File: config.mk
export PLATFORM = sky130hd
export DESIGN_NAME = sr_gate_timer
export DESIGN_NICKNAME = d
export VERILOG_FILES = /design/src/rtl/srt_pkg.sv /design/src/rtl/srt_edge_sync.sv /design/src/rtl/srt_predictor.sv /design/src/rtl/srt_gate_mux.sv /design/src/rtl/sr_gate_timer.sv
export SDC_FILE = /design/constraint.sdc
export NUM_CORES = 1
export LEC_CHECK = 0
export BUFFER_PORTS_ARGS = -buffer_cell sky130_fd_sc_hd__clkbuf_2
export CAP_MARGIN = 10
export CORE_MARGIN = 2
export CORE_UTILIZATION = 58
export DETAILED_ROUTE_END_ITERATION = 10
export GPL_TIMING_DRIVEN = 1
export HOLD_SLACK_MARGIN = 0.08
export PLACE_DENSITY = 0.78
export SYNTH_ARGS = -nofsm -noshare
export SYNTH_HDL_FRONTEND = slang
export SYNTH_SLANG_ARGS = --single-unit
File: constraint.sdc
create_clock -name clk -period 3.6 [get_ports clk]
set_clock_uncertainty 0.1 [all_clocks]
set_input_delay 0.18 -clock clk [delete_from_list [all_inputs] [get_ports clk]]
set_output_delay 0.18 -clock clk [all_outputs]
set_load 0.05 [all_outputs]
File: src/rtl/srt_pkg.sv
package srt_pkg;
  // conduction phase of the secondary side, as seen from the switching clock
  typedef enum logic [1:0] {
    PH_IDLE = 2'd0,
    PH_FWD  = 2'd1,
    PH_FRW  = 2'd2
  } phase_t;
endpackage

File: src/rtl/srt_edge_sync.sv
module srt_edge_sync #(
  parameter int STAGES = 2
) (
  input  logic clk,
  input  logic rst_n,
  input  logic sw_in,
  output logic rise_p,
  output logic fall_p
);
  // STAGES synchronizer flops plus one history flop for edge detection
  logic [STAGES:0] pipe;

  always_ff @(posedge clk or negedge rst_n) begin
    if (!rst_n) pipe <= '0;
    else        pipe <= {pipe[STAGES-1:0], sw_in};
  end

  assign rise_p =  pipe[STAGES-1] & ~pipe[STAGES];
  assign fall_p = ~pipe[STAGES-1] &  pipe[STAGES];
endmodule

File: src/rtl/srt_predictor.sv
// Two counters alternate roles at every start pulse: one measures the
// current interval upward, the other counts down the previous measurement
// minus the anticipation. win is high while that countdown is running.
module srt_predictor #(
  parameter int CW     = 12,
  parameter int XW     = 6,
  parameter bit FREEZE = 1'b0   // 1: the interval ends at stop_p, 0: at the next start_p
) (
  input  logic          clk,
  input  logic          rst_n,
  input  logic          start_p,
  input  logic          stop_p,
  input  logic [XW-1:0] antic,
  output logic          win
);
  localparam logic [CW-1:0] CMAX = '1;

  logic          role;      // index of the counter currently measuring
  logic          armed;     // a start pulse has been seen since reset
  logic          held;      // the measuring counter has been frozen this cycle
  logic          pred_ok;   // the running countdown came from a valid measurement
  logic [CW-1:0] up_val;
  logic [CW-1:0] dn_val;
  logic [CW-1:0] x_ext;
  logic          freeze_now;
  logic          meas_ok;
  logic          load_ok;

  assign x_ext      = CW'(antic);
  assign freeze_now = FREEZE ? stop_p : 1'b0;
  assign meas_ok    = armed & (held | ~FREEZE) & (up_val != CMAX);
  assign load_ok    = meas_ok & (up_val > x_ext);

  always_ff @(posedge clk or negedge rst_n) begin
    if (!rst_n) begin
      role    <= 1'b0;
      armed   <= 1'b0;
      held    <= 1'b0;
      pred_ok <= 1'b0;
    end else if (start_p) begin
      role    <= ~role;
      armed   <= 1'b1;
      held    <= 1'b0;
      pred_ok <= load_ok;
    end else if (armed && freeze_now) begin
      held    <= 1'b1;
    end
  end

  for (genvar i = 0; i < 2; i++) begin : g_ctr
    logic [CW-1:0] val;
    logic          is_up;
    assign is_up = (role == 1'(i));

    always_ff @(posedge clk or negedge rst_n) begin
      if (!rst_n) begin
        val <= '0;
      end else if (start_p) begin
        // the measuring counter turns into the countdown and vice versa
        val <= is_up ? (load_ok ? val - x_ext : '0) : CW'(1);
      end else if (is_up) begin
        if (armed && !held && !freeze_now && val != CMAX) val <= val + 1'b1;
      end else if (val != '0) begin
        val <= val - 1'b1;
      end
    end
  end

  assign up_val = role ? g_ctr[1].val : g_ctr[0].val;
  assign dn_val = role ? g_ctr[0].val : g_ctr[1].val;
  assign win    = pred_ok & (dn_val != '0);
endmodule

File: src/rtl/srt_gate_mux.sv
module srt_gate_mux
  import srt_pkg::*;
(
  input  logic clk,
  input  logic rst_n,
  input  logic rise_p,
  input  logic fall_p,
  input  logic win_fwd,
  input  logic win_frw,
  output logic gate_fwd,
  output logic gate_frw
);
  phase_t phase;

  always_ff @(posedge clk or negedge rst_n) begin
    if (!rst_n)      phase <= PH_IDLE;
    else if (rise_p) phase <= PH_FWD;
    else if (fall_p) phase <= PH_FRW;
  end

  // the event cycle itself is the dead tick for the gate being released
  assign gate_fwd = (phase == PH_FWD) & win_fwd & ~fall_p;
  assign gate_frw = (phase == PH_FRW) & win_frw & ~rise_p;
endmodule

File: src/rtl/sr_gate_timer.sv
module sr_gate_timer #(
  parameter int PER_W       = 12,
  parameter int ON_W        = 11,
  parameter int ANT_W       = 6,
  parameter int SYNC_STAGES = 2
) (
  input  logic             clk,
  input  logic             rst_n,
  input  logic             sw_clk,
  input  logic [ANT_W-1:0] antic_fwd,
  input  logic [ANT_W-1:0] antic_frw,
  output logic             gate_fwd,
  output logic             gate_frw
);
  logic rise_p;
  logic fall_p;
  logic win_fwd;
  logic win_frw;

  srt_edge_sync #(.STAGES(SYNC_STAGES)) u_sync (
    .clk    (clk),
    .rst_n  (rst_n),
    .sw_in  (sw_clk),
    .rise_p (rise_p),
    .fall_p (fall_p)
  );

  // on-time: rise to fall
  srt_predictor #(.CW(ON_W), .XW(ANT_W), .FREEZE(1'b1)) u_pred_fwd (
    .clk     (clk),
    .rst_n   (rst_n),
    .start_p (rise_p),
    .stop_p  (fall_p),
    .antic   (antic_fwd),
    .win     (win_fwd)
  );

  // period: rise to rise
  srt_predictor #(.CW(PER_W), .XW(ANT_W), .FREEZE(1'b0)) u_pred_frw (
    .clk     (clk),
    .rst_n   (rst_n),
    .start_p (rise_p),
    .stop_p  (1'b0),
    .antic   (antic_frw),
    .win     (win_frw)
  );

  srt_gate_mux u_gate (
    .clk      (clk),
    .rst_n    (rst_n),
    .rise_p   (rise_p),
    .fall_p   (fall_p),
    .win_fwd  (win_fwd),
    .win_frw  (win_frw),
    .gate_fwd (gate_fwd),
    .gate_frw (gate_frw)
  );
endmodule

# Word-level counts from Yosys, hierarchy flattened
# Index checks and enable logic that the tools add are counted.
dict set report totals {
  regBits 57
  input_bits 15
}
dict set report classes {
  add_sub_neg 12
  n_lt_le_gt_ge 2
  eq_ne 12
  muxes 32
  n_bitwise 19
  reduce_logical 25
}
# op count
set op_table {}
lappend op_table {{$mux W12} 14}
lappend op_table {{$mux W11} 14}
lappend op_table {{$ne A12 B12 Y1 const B} 3}
lappend op_table {{$reduce_bool A12 Y1} 3}
lappend op_table {{$ne A11 B11 Y1 const B} 3}
lappend op_table {{$reduce_bool A11 Y1} 3}
lappend op_table {{$add A12 B1 Y12 const B} 2}
lappend op_table {{$sub A12 B1 Y12 const B} 2}
lappend op_table {{$sub A12 B6 Y12} 2}
lappend op_table {{$add A11 B1 Y11 const B} 2}
lappend op_table {{$sub A11 B1 Y11 const B} 2}
lappend op_table {{$sub A11 B6 Y11} 2}
lappend op_table {{$and A1 B1 Y1} 13}
lappend op_table {{$gt A12 B6 Y1} 1}
lappend op_table {{$ne A3 B2 Y1 const B} 4}
lappend op_table {{$reduce_bool A3 Y1} 4}
lappend op_table {{$gt A11 B6 Y1} 1}
lappend op_table {{$reduce_and A2 Y1} 4}
lappend op_table {{$logic_and A1 B1 Y1} 7}
lappend op_table {{$not A1 Y1} 6}
lappend op_table {{$mux W2} 2}
lappend op_table {{$reduce_bool A2 Y1} 2}
lappend op_table {{$eq A2 B1 Y1 const B} 1}
lappend op_table {{$eq A2 B2 Y1 const B} 1}
lappend op_table {{other kinds (2)} 4}

# Depth between registers and ports, before layout
# Gate-level depths: netlist (run 1).
dict set report logic_depth {
  word_depth 8
  ltp_mapped 13
  mapped_depth_nobuf 11
}

# Hierarchy
# A second synthesis (run 1) with hierarchy kept.
dict set report unflattened {
  hier_cells 769
  area_unflattened_um2 6470.0
}
# module instances cells_per_inst area_per_inst_um2
set modules_own_cells {}
lappend modules_own_cells {{srt_predictor (u_pred_frw)} 1 393 3316.9}
lappend modules_own_cells {{srt_predictor (u_pred_fwd)} 1 362 2965.3}
lappend modules_own_cells {srt_gate_mux 1 8 93.8}
lappend modules_own_cells {srt_edge_sync 1 5 90.1}
lappend modules_own_cells {sr_gate_timer 1 1 3.8}

# Least setup slack after synthesis (run 1)
# Ideal clock, no wire load.
dict set report synth_path {
  path_type {register to register}
  start {register u_pred_frw.role, in the netlist u_pred_frw.g_ctr[1].is_up}
  end {register u_pred_frw.g_ctr[1].val[8]}
  setup_time_ps 138
  arrival_ps 3294
  t_required_ps 3362
  slack_ps 68
  stages_incl_launch_ff 13
  path_buffers 3
  synth_period_minus_slack_ps 3532
  path_cell_list {dfrtp_1 -> buf_1 -> buf_1 -> mux2_2 -> ha_1 -> nand3_1 -> or2_2 -> o211a_1 -> o21ai_0 -> clkbuf_1 -> nor2_1 -> a22oi_1 -> o2bb2ai_1}
}
dict set report synth_between {
  elab_chain_cells 7
}
# element line_no
set synth_rtl {}
lappend synth_rtl {{start: declaration} srt_predictor.sv:18} ;# logic role;
lappend synth_rtl {{start signal: assignment} srt_predictor.sv:41} ;# role <= ~role;
lappend synth_rtl {{parallel branches: the longest is 7 deep, another holds $gt A12 B6 Y1} n/a}
lappend synth_rtl {{end signal: assignment} srt_predictor.sv:60} ;# val <= is_up ? (load_ok ? val - x_ext : '0) : CW'(1);
lappend synth_rtl {{end signal: assignment} srt_predictor.sv:62} ;# if (armed && !held && !freeze_now && val != CMAX) val <= val + 1'b1;
lappend synth_rtl {{end signal: assignment} srt_predictor.sv:64} ;# val <= val - 1'b1;
lappend synth_rtl {{end: declaration} srt_predictor.sv:51} ;# logic [CW-1:0] val;
# Parallel ways; which one is timed is not known.
# A chain may end at the register's enable or synchronous reset.

# Final worst setup path (run 1)
dict set report layout_path {
  start {register u_pred_frw.g_ctr[1].val[0]}
  end {register u_pred_frw.g_ctr[1].val[10]}
}
dict set report layout_between {
  elab_chain_cells 7
}
# element
set layout_rtl {}
lappend layout_rtl {{parallel branches: the longest is 7 deep, another holds $gt A12 B6 Y1}}
# Parallel ways; which one is timed is not known. The select of a mux whose other input is x is not followed.

==> results.cfg, run 1 <==
[outcome]
status = finished clean

[route]
wl_per_cell_um = 17.6
vias = 5983
drtPass1Iterations = 5
met1_length_mm = 6.83
wirelength_mm = 16.2
drc = 0
dr_wl_met2_mm = 8.21
routed_via_density = 6.53
ant_nets = 0
routed.top_layer = met4
drt_iter0_drc = 277
wl_met3_um = 819

[yosys]
ys_async_sr_fraction_pct = 100
synth_area_um2 = 6290
yosysTopAreaCellShare_pct = 22.7
yosysUniqueCellTypes = 68
syn-num-nets = 858
yosysTopAreaCell = dfrtp_1
synthCells = 759
ys.flop_type = dfrtp_1
synth-edff-count = 0
yosysWarnings = 0
syn_area_per_cell_um2 = 8.29
synth.area.top_cells = dfrtp_1, ha_1, xnor2_1
synth-seq-area-share_pct = 22.7
ys_ff_latch = 57

[finish]
drive_above_1_share_pct = 7.09
final_nets = 872
antenna_cells = 0
fillers = 960
register_area_um2 = 1430
area_growth_pct = 6.21
multi_input_area_um2 = 4570

[flow_run]
maxCapViolations = 0

[floorplan]
io_pins = 17
die_area_um2 = 11700
num_rows = 38
die_height_um = 108
core_um2 = 10700
start_util_pct = 58.8
die_x_um = 108

[placed_design]
dp_hpwl_mm = 12.1
dp_slack_ps = 621
place.gp.congestion = 0.913
portBuffers = 16

[timing]
layout_min_cycle_time_ps = 3020
setup_viol = 0
maxSlewHeadroom_pct = 36.5
rsz0062_at_grt = no
hold_viol = 0
setup_slack_ps = 579
period_share_pct = 83.9
slew_violations = 0
finalSetupTns_ps = 0
fmaxAchievable_mhz = 331
worst_pin_slew_ps = 940

[cts]
clk_path_buf_depth = 2
htreeDepth = 3
cts-root-buf = clkbuf_8
cts_setup_buffers = 0
worstSkewPairLatency_ps = 340
cts_tree = done
clkTransAtPathRegs_ps = 60
postCtsResizedCells = 0
cts_sinks = 57
numCtsBuffers = 9

[worst_setup_path]
worstSetupPathType = flip-flop to flip-flop
crit_top_cell = inv_1
critPathCaptureType = flip-flop
rr_startpoint = u_pred_frw.g_ctr[1].val[0]$_DFFE_PN0P_
timing.critical_path.arrival_ps = 3130
reg2reg_to = u_pred_frw.g_ctr[1].val[10]$_DFFE_PN0P_
cp_cell_sequence = inv_1 -> ha_1 -> inv_1 -> fa_1 -> a21o_1 -> a21oi_1 -> o21bai_1 -> a211o_1 -> or4_1 -> xor2_1 -> o22ai_1
r2r_cells = 11
cp-start-kind = flip-flop
crit_slowest_cell = dfrtp_1
cpPeakStageDelay_ps = 500
crit_fanout = 9
reg2reg_slack_ps = 580
crit_required_ps = 3710

[grt]
grt-ovfl-total = 0
grt_pass1_wl_mm = 27.4
grt_max_degree = 58
grt_usage_pct = 29.2
antenna_found_initial = 0
grt_pass1_vias = 5997

[min_path]
hold_start = u_sync.pipe[0]$_DFF_PN0_
hold_end = u_sync.pipe[1]$_DFF_PN0_
whs_path_depth = 0
hp-class = flip-flop to flip-flop
logic make-up (layout without fill, tap and decap cells):
group	Yosys count	count (layout)	share of synthesized area [%]
simple gates	225	225	18.3
mux	13	13	2.23
fa+ha+maj	84	84	17.7
compound gates	254	254	26.9
buf+inv	71	88	4.63
flops	57	57	22.7
xor+xnor	55	55	7.66
layer usage:
layer	vias up	track usage (%)
met5	-	0
met4	0	9.71
met3	34	4.40
met2	217	53.2
met1	2852	35.0
li1	2880	-
per-stage QoR:
step           cells  utilization [%]  area [um2]  hold slack [ps]
6_report         916             62.5        6680              253
2_1_floorplan    759                -        6290             -216
4_1_cts          916             62.5        6680              247
5_1_grt          916             62.5        6680              256
3_3_place_gp     900             60.7        6500              195
3_5_place_dp     900             60.7        6500              195
how the worst max path moves through the flow:
stage                                                 from                                 endpoint  slack, ps  depth (start not counted)
finish              u_pred_frw.g_ctr[1].val[0]$_DFFE_PN0P_  u_pred_frw.g_ctr[1].val[10]$_DFFE_PN0P_        580                         11
global route         u_pred_frw.g_ctr[1].is_up$_DFFE_PN0P_  u_pred_frw.g_ctr[1].val[10]$_DFFE_PN0P_        320                          9
CTS                  u_pred_frw.g_ctr[1].is_up$_DFFE_PN0P_  u_pred_frw.g_ctr[1].val[10]$_DFFE_PN0P_        600                          9
detailed placement   u_pred_frw.g_ctr[1].is_up$_DFFE_PN0P_  u_pred_frw.g_ctr[1].val[10]$_DFFE_PN0P_        620                          9
global placement    u_pred_frw.g_ctr[1].val[0]$_DFFE_PN0P_  u_pred_frw.g_ctr[1].val[10]$_DFFE_PN0P_        700                         11
floorplan            u_pred_frw.g_ctr[1].is_up$_DFFE_PN0P_   u_pred_frw.g_ctr[1].val[8]$_DFFE_PN0P_         70                         12
cell usage after synthesis, types with 5 or more instances:
| cell type | n |
|---|---|
| xnor2_1 | 36 |
| o211ai_1 | 15 |
| a31oi_1 | 8 |
| xor2_1 | 19 |
| fa_1 | 8 |
| or3_1 | 9 |
| inv_1 | 46 |
| buf_1 | 5 |
| mux2i_1 | 5 |
| nand2b_1 | 9 |
| a21o_1 | 15 |
| mux2_2 | 8 |
| clkbuf_1 | 14 |
| dfrtp_1 | 57 |
| o21a_1 | 23 |
| a211oi_1 | 9 |
| nor2b_1 | 7 |
| ha_1 | 76 |
| o221ai_1 | 12 |
| o21bai_1 | 8 |
| nor2_1 | 55 |
| or4_1 | 5 |
| nand4_1 | 16 |
| nor3_1 | 29 |
| o21ai_0 | 56 |
| nand3_1 | 16 |
| a21oi_1 | 48 |
| o41ai_1 | 5 |
| nand2_1 | 46 |
| o21ai_1 | 9 |
| nor4_1 | 9 |
final cells by class:
cell class                      count  area share, %
Timing Repair Buffer               27           2.51
Clock buffer                       14           2.43
Tap cell                          140           2.62
Inverter                           47           2.64
Sequential cell                    57           21.3
Multi-Input combinational cell    631           68.4
worst max-delay path, delay by kind of cell, from the launching register on:
kind / cells / cell delay, ps
DFF: 1 / 500
adders and majority gates: 2 / 580
buffers and inverters: 2 / 170
xor gates and xnor gates: 1 / 160
and+or+nand+nor: 1 / 420
AOI/OAI and AO/OA: 5 / 970
registers in the layout (all words and copies together) (netlist names):
name / flops
u_pred_frw.pred_ok: 1
u_pred_frw.g_ctr.val: 24
u_pred_fwd.g_ctr.is_up: 1
u_pred_fwd.g_ctr.val: 22
u_gate.phase: 2
u_pred_fwd.pred_ok: 1
u_pred_fwd.armed: 1
u_sync.pipe: 3
u_pred_fwd.held: 1
u_pred_frw.g_ctr.is_up: 1
timing repair:
item	CTS	global route
hold endpoints to repair	58	0
setup endpoints to repair	0	0
hold buffers	2	0
cell usage in the layout (no fill, tap or decap), types with 19 or more instances in the layout:
cell type / count
nand2_1: 46
a21oi_1: 48
inv_1: 46
o21a_1: 23
xnor2_1: 36
nor2_1: 55
o21ai_0: 56
nor3_1: 29
ha_1: 76
xor2_1: 19
dfrtp_1: 57
Power of run 1 is left out: the tool's default activity adds up to more than one toggle a clock period on the data nets, which glitch-free logic cannot reach.
==> run 2: changes to the inputs <==
--- a/config.mk
+++ b/config.mk
@@ -8,11 +8,11 @@
 export BUFFER_PORTS_ARGS = -buffer_cell sky130_fd_sc_hd__clkbuf_2
 export CAP_MARGIN = 10
 export CORE_MARGIN = 2
-export CORE_UTILIZATION = 58
+export CORE_UTILIZATION = 65
 export DETAILED_ROUTE_END_ITERATION = 10
 export GPL_TIMING_DRIVEN = 1
 export HOLD_SLACK_MARGIN = 0.08
-export PLACE_DENSITY = 0.78
+export PLACE_DENSITY = 0.83
 export SYNTH_ARGS = -nofsm -noshare
 export SYNTH_HDL_FRONTEND = slang
 export SYNTH_SLANG_ARGS = --single-unit
==> constraint.sdc (replaced) <==
create_clock -name clk -period 3.1 [get_ports clk]
set_clock_uncertainty 0.1 [all_clocks]
set_input_delay 0.155 -clock clk [delete_from_list [all_inputs] [get_ports clk]]
set_output_delay 0.155 -clock clk [all_outputs]
set_load 0.05 [all_outputs]
==> results.cfg, run 2 (same netlist as run 1, synthesis figures left out) <==
[cts]
clk_path_buf_depth = 2
worstSkewPairLatency_ps = 350
cts_setup_buffers = 0
cts_sinks = 57
cts_tree = done
cts-root-buf = clkbuf_8
clkTransAtPathRegs_ps = 80
numCtsBuffers = 9
htreeDepth = 3

[worst_setup_path]
crit_fanout = 13
reg2reg_slack_ps = 150
crit_top_cell = a221o_1
r2r_cells = 9
cp-start-kind = flip-flop
rr_startpoint = u_pred_fwd.g_ctr[0].val[2]$_DFFE_PN0P_
worstSetupPathType = flip-flop to flip-flop
reg2reg_to = u_pred_fwd.g_ctr[1].val[6]$_DFFE_PN0P_
crit_required_ps = 3250
cp_cell_sequence = mux2_2 -> ha_1 -> a21o_1 -> a221o_1 -> a221o_1 -> nand4b_2 -> nand2b_1 -> o22ai_1 -> a22o_1
cpPeakStageDelay_ps = 470
crit_slowest_cell = dfrtp_1
critPathCaptureType = flip-flop
timing.critical_path.arrival_ps = 3100

[min_path]
hp-class = primary input to flip-flop
hold_end = u_pred_frw.g_ctr[0].val[0]$_DFFE_PN0P_
whs_path_depth = 4
hold_start = antic_frw[0]

[finish]
largest_reg_flops = 24
mostFrequentLayoutCell = ha_1
area_growth_pct = 8.07
final_nets = 884
drive_above_1_share_pct = 9.37
finish.utilization_pct = 72.9
largestRegisters = u_pred_frw.g_ctr.val (24), u_pred_fwd.g_ctr.val (22), u_sync.pipe (3)
layout_common_cells = ha_1, o21ai_0, nor2_1, dfrtp_1, a21oi_1
antenna_cells = 0
largest-register = u_pred_frw.g_ctr.val
fillers = 741
stdcell_area_um2 = 6800

[timing]
hold_viol = 0
layout_min_cycle_time_ps = 2950
setup_viol = 0
fmaxAchievable_mhz = 339
setup_slack_ps = 148
rsz0062_at_grt = no
slew_violations = 0
period_share_pct = 95.2
maxSlewHeadroom_pct = 44.1
finalSetupTns_ps = 0
worst_pin_slew_ps = 838

[route]
routed_via_density = 6.59
drtPass1Iterations = 5
ant_nets = 0
wl_per_cell_um = 17.4
drt_iter0_drc = 385
vias = 6057
wirelength_mm = 16.0
drc = 0

[grt]
grt_pass1_wl_mm = 27.0
grt_usage_pct = 32.2
grt_max_degree = 31
grt-ovfl-total = 0
grt_pass1_vias = 5980
antenna_found_initial = 0

[floorplan]
start_util_pct = 67.4
die_area_um2 = 10500
die_x_um = 102
die_height_um = 102
core_um2 = 9330
io_pins = 17
num_rows = 35

[placed_design]
placed_area_um2 = 6580
portBuffers = 16
dp_slack_ps = 202
place.gp.congestion = 0.867
dp_hpwl_mm = 12.0

[flow_run]
maxCapViolations = 0

[outcome]
status = finished clean
## run 2: changes by cell type in the layout (fill, tap and decap cells not counted), moves of 2 or more
cell        previous run  this run
clkbuf_8              11         9
buf_4                  9        21
clkinvlp_4             0         4
dfrtp_2                0         2
clkbuf_1               3         0
dfrtp_1               57        55
inv_6                  0         2
## run 2: final cells by class
cell class | instances | area [um2] | share of cell area, %
Clock inverter | 7 | 77.6 | 1.14
Timing Repair Buffer | 39 | 258 | 3.79
Inverter | 47 | 176 | 2.59
Clock buffer | 9 | 124 | 1.82
Sequential cell | 57 | 1430 | 21.0
Tap cell | 129 | 161 | 2.37
Multi-Input combinational cell | 631 | 4570 | 67.3
## run 2: layer usage
| metal | share of wire (%) | GRT usage (%) | wire, um | vias up |
|---|---|---|---|---|
| met5 | 0 | 0 | 0 | - |
| met4 | 2.7 | 12.5 | 437 | 0 |
| met3 | 5.7 | 5.81 | 904 | 47 |
| met2 | 49 | 57.2 | 7910 | 227 |
| met1 | 42 | 38.8 | 6730 | 2880 |
| li1 | - | - | - | 2903 |
## run 2: how the worst max path moves through the flow
stage / startpoint / endpoint / slack [ps] / cells past startpoint
2_1_floorplan: u_pred_frw.g_ctr[1].is_up$_DFFE_PN0P_ / u_pred_frw.g_ctr[1].val[8]$_DFFE_PN0P_ / 8 / 12
3_3_place_gp: u_pred_fwd.g_ctr[1].is_up$_DFFE_PN0P_ / u_pred_fwd.g_ctr[1].val[6]$_DFFE_PN0P_ / 280 / 11
3_5_place_dp: u_pred_fwd.g_ctr[1].is_up$_DFFE_PN0P_ / u_pred_fwd.g_ctr[1].val[6]$_DFFE_PN0P_ / 200 / 9
4_1_cts: u_pred_fwd.g_ctr[0].val[2]$_DFFE_PN0P_ / u_pred_fwd.g_ctr[1].val[6]$_DFFE_PN0P_ / 160 / 9
5_1_grt: u_pred_fwd.g_ctr[1].is_up$_DFFE_PN0P_ / u_pred_fwd.g_ctr[0].val[10]$_DFFE_PN0P_ / 1 / 10
6_report: u_pred_fwd.g_ctr[0].val[2]$_DFFE_PN0P_ / u_pred_fwd.g_ctr[1].val[6]$_DFFE_PN0P_ / 150 / 9
## run 2: worst max-delay path, delay by kind of cell (launching register included)
| kind | cells | cell delay [ps] |
|---|---|---|
| AOI/OAI and AO/OA | 5 | 1210 |
| muxes | 1 | 300 |
| DFF | 1 | 470 |
| and+or+nand+nor | 2 | 460 |
| adders and majority gates | 1 | 300 |
## run 2: timing repair
action                                 CTS  global route
hold buffers                             2             0
setup endpoints to repair                0             1
endpoints found under the hold margin   29             0
gates resized for setup                  0             1
## run 2: metrics by stage
step	hold WS (ps)	std cells
after floorplan	-241	759
after global placement	164	901
after detailed placement	165	901
after CTS	242	919
after global routing	261	919
final	252	919
Power of run 2 is left out for the same reason.
==> run 3: changes to the inputs <==
--- a/config.mk
+++ b/config.mk
@@ -9,6 +9,7 @@
 export CAP_MARGIN = 10
 export CORE_MARGIN = 2
 export CORE_UTILIZATION = 65
+export CTS_BUF_LIST = sky130_fd_sc_hd__clkbuf_8
 export DETAILED_ROUTE_END_ITERATION = 10
 export GPL_TIMING_DRIVEN = 1
 export HOLD_SLACK_MARGIN = 0.08
==> constraint.sdc (replaced) <==
create_clock -name clk -period 3.15 [get_ports clk]
set_clock_uncertainty 0.1 [all_clocks]
set_input_delay 0.1575 -clock clk [delete_from_list [all_inputs] [get_ports clk]]
set_output_delay 0.1575 -clock clk [all_outputs]
set_load 0.05 [all_outputs]
==> results.cfg, run 3 (same netlist as run 1, synthesis figures left out) <==
[outcome]
status = finished clean

[timing]
maxSlewHeadroom_pct = 30.4
rsz0062_at_grt = no
slew_violations = 0
setup_viol = 0
hold_viol = 0
period_share_pct = 94.0
fmaxAchievable_mhz = 338
setup_slack_ps = 189
layout_min_cycle_time_ps = 2960
worst_pin_slew_ps = 1040
fin_hold_ws_ps = 230

[floorplan]
start_util_pct = 67.4
die_height_um = 102
core_um2 = 9330
die_area_um2 = 10500
io_pins = 17
die_x_um = 102
num_rows = 35

[finish]
finish.utilization_pct = 73.1
largestRegisters = u_pred_frw.g_ctr.val (24), u_pred_fwd.g_ctr.val (22), u_sync.pipe (3)
drive_above_1_share_pct = 9.14
largest_reg_flops = 24
area_growth_pct = 8.43
layout_common_cells = ha_1, o21ai_0, nor2_1, dfrtp_1, a21oi_1
fillers = 720
multi_input_area_um2 = 4570
mostFrequentLayoutCell = ha_1
largest-register = u_pred_frw.g_ctr.val
antenna_cells = 0
register_area_um2 = 1430
final_nets = 882

[route]
wl_per_cell_um = 17.3
vias = 5977
wirelength_mm = 15.9
drc = 0
ant_nets = 0
routed_via_density = 6.52
drt_iter0_drc = 288
drtPass1Iterations = 6

[min_path]
hold_start = antic_frw[0]
hp-class = primary input to flip-flop

[cts]
htreeDepth = 3
clk_path_buf_depth = 2
worstSkewPairLatency_ps = 350
numCtsBuffers = 9
cts_sinks = 57
clkTransAtPathRegs_ps = 80
cts_setup_buffers = 0
cts_tree = done
cts-root-buf = clkbuf_8

[placed_design]
portBuffers = 16
place.gp.congestion = 0.875
dp_slack_ps = 214
dp_hpwl_mm = 11.9

[worst_setup_path]
worstSetupPathType = flip-flop to flip-flop
crit_required_ps = 3300
crit_path_start = u_pred_fwd.g_ctr[1].is_up$_DFFE_PN0P_
rr_startpoint = u_pred_fwd.g_ctr[1].is_up$_DFFE_PN0P_
timing.critical_path.arrival_ps = 3110
reg2reg_slack_ps = 190
crit_fanout = 13
cp-start-kind = flip-flop
critPathCaptureType = flip-flop

[grt]
grt_max_degree = 40
grt_pass1_vias = 6044
antenna_found_initial = 0
grt-ovfl-total = 0
grt_pass1_wl_mm = 27.1
grt_usage_pct = 32.3

[flow_run]
maxCapViolations = 0
-- run 3: layout make-up --
| type | count | area share (%) |
|---|---|---|
| clock inverters | 4 | 1.08 |
| multi-input cells | 631 | 67.0 |
| flip-flops and latches | 57 | 20.9 |
| clock buffers | 12 | 2.42 |
| inverters | 47 | 2.59 |
| well taps | 129 | 2.37 |
| repair buffers | 37 | 3.56 |
-- run 3: through the flow --
stage | cells | area [um2] | TNS, ps
CTS | 917 | 6820 | 0
finish | 917 | 6820 | 0
floorplan | 759 | 6300 | -26.7
global route | 917 | 6820 | 0
global placement | 899 | 6560 | 0
detailed placement | 899 | 6560 | 0
-- run 3: critical path, stage by stage (launching register included) --
cell and delay [ps]:
dfrtp_2 450, mux2_2 370, ha_1 290, and3_1 210, a221o_1 320, a221o_1 390
nand4b_2 280, nand2b_1 170, o22ai_1 80, a22o_1 190
-- run 3: metal layers --
layer / track usage [%] / routed length (um)
met1: 39.2 / 6760
met2: 58.0 / 7900
met3: 4.86 / 822
met4: 11.7 / 391
met5: 0 / 0
-- run 3: path summary, 6_finish.rpt --
check,to,cells after the start
worst max-delay path,u_pred_fwd.g_ctr[1].val[6]$_DFFE_PN0P_,9
worst min-delay path,u_pred_frw.g_ctr[0].val[0]$_DFFE_PN0P_,4
worst max register to register,u_pred_fwd.g_ctr[1].val[6]$_DFFE_PN0P_,9
worst min register to register,u_sync.pipe[1]$_DFF_PN0_,0
max in group asynchronous,u_pred_frw.g_ctr[1].val[1]$_DFFE_PN0P_,3
min in group asynchronous,u_pred_fwd.g_ctr[1].val[1]$_DFFE_PN0P_,2
-- run 3: repair_timing --
| item | in CTS | in global routing |
|---|---|---|
| hold buffers | 2 | 0 |
| gates resized for setup | 0 | 0 |
| hold endpoints to repair | 38 | 0 |
Power of run 3 is left out for the same reason.
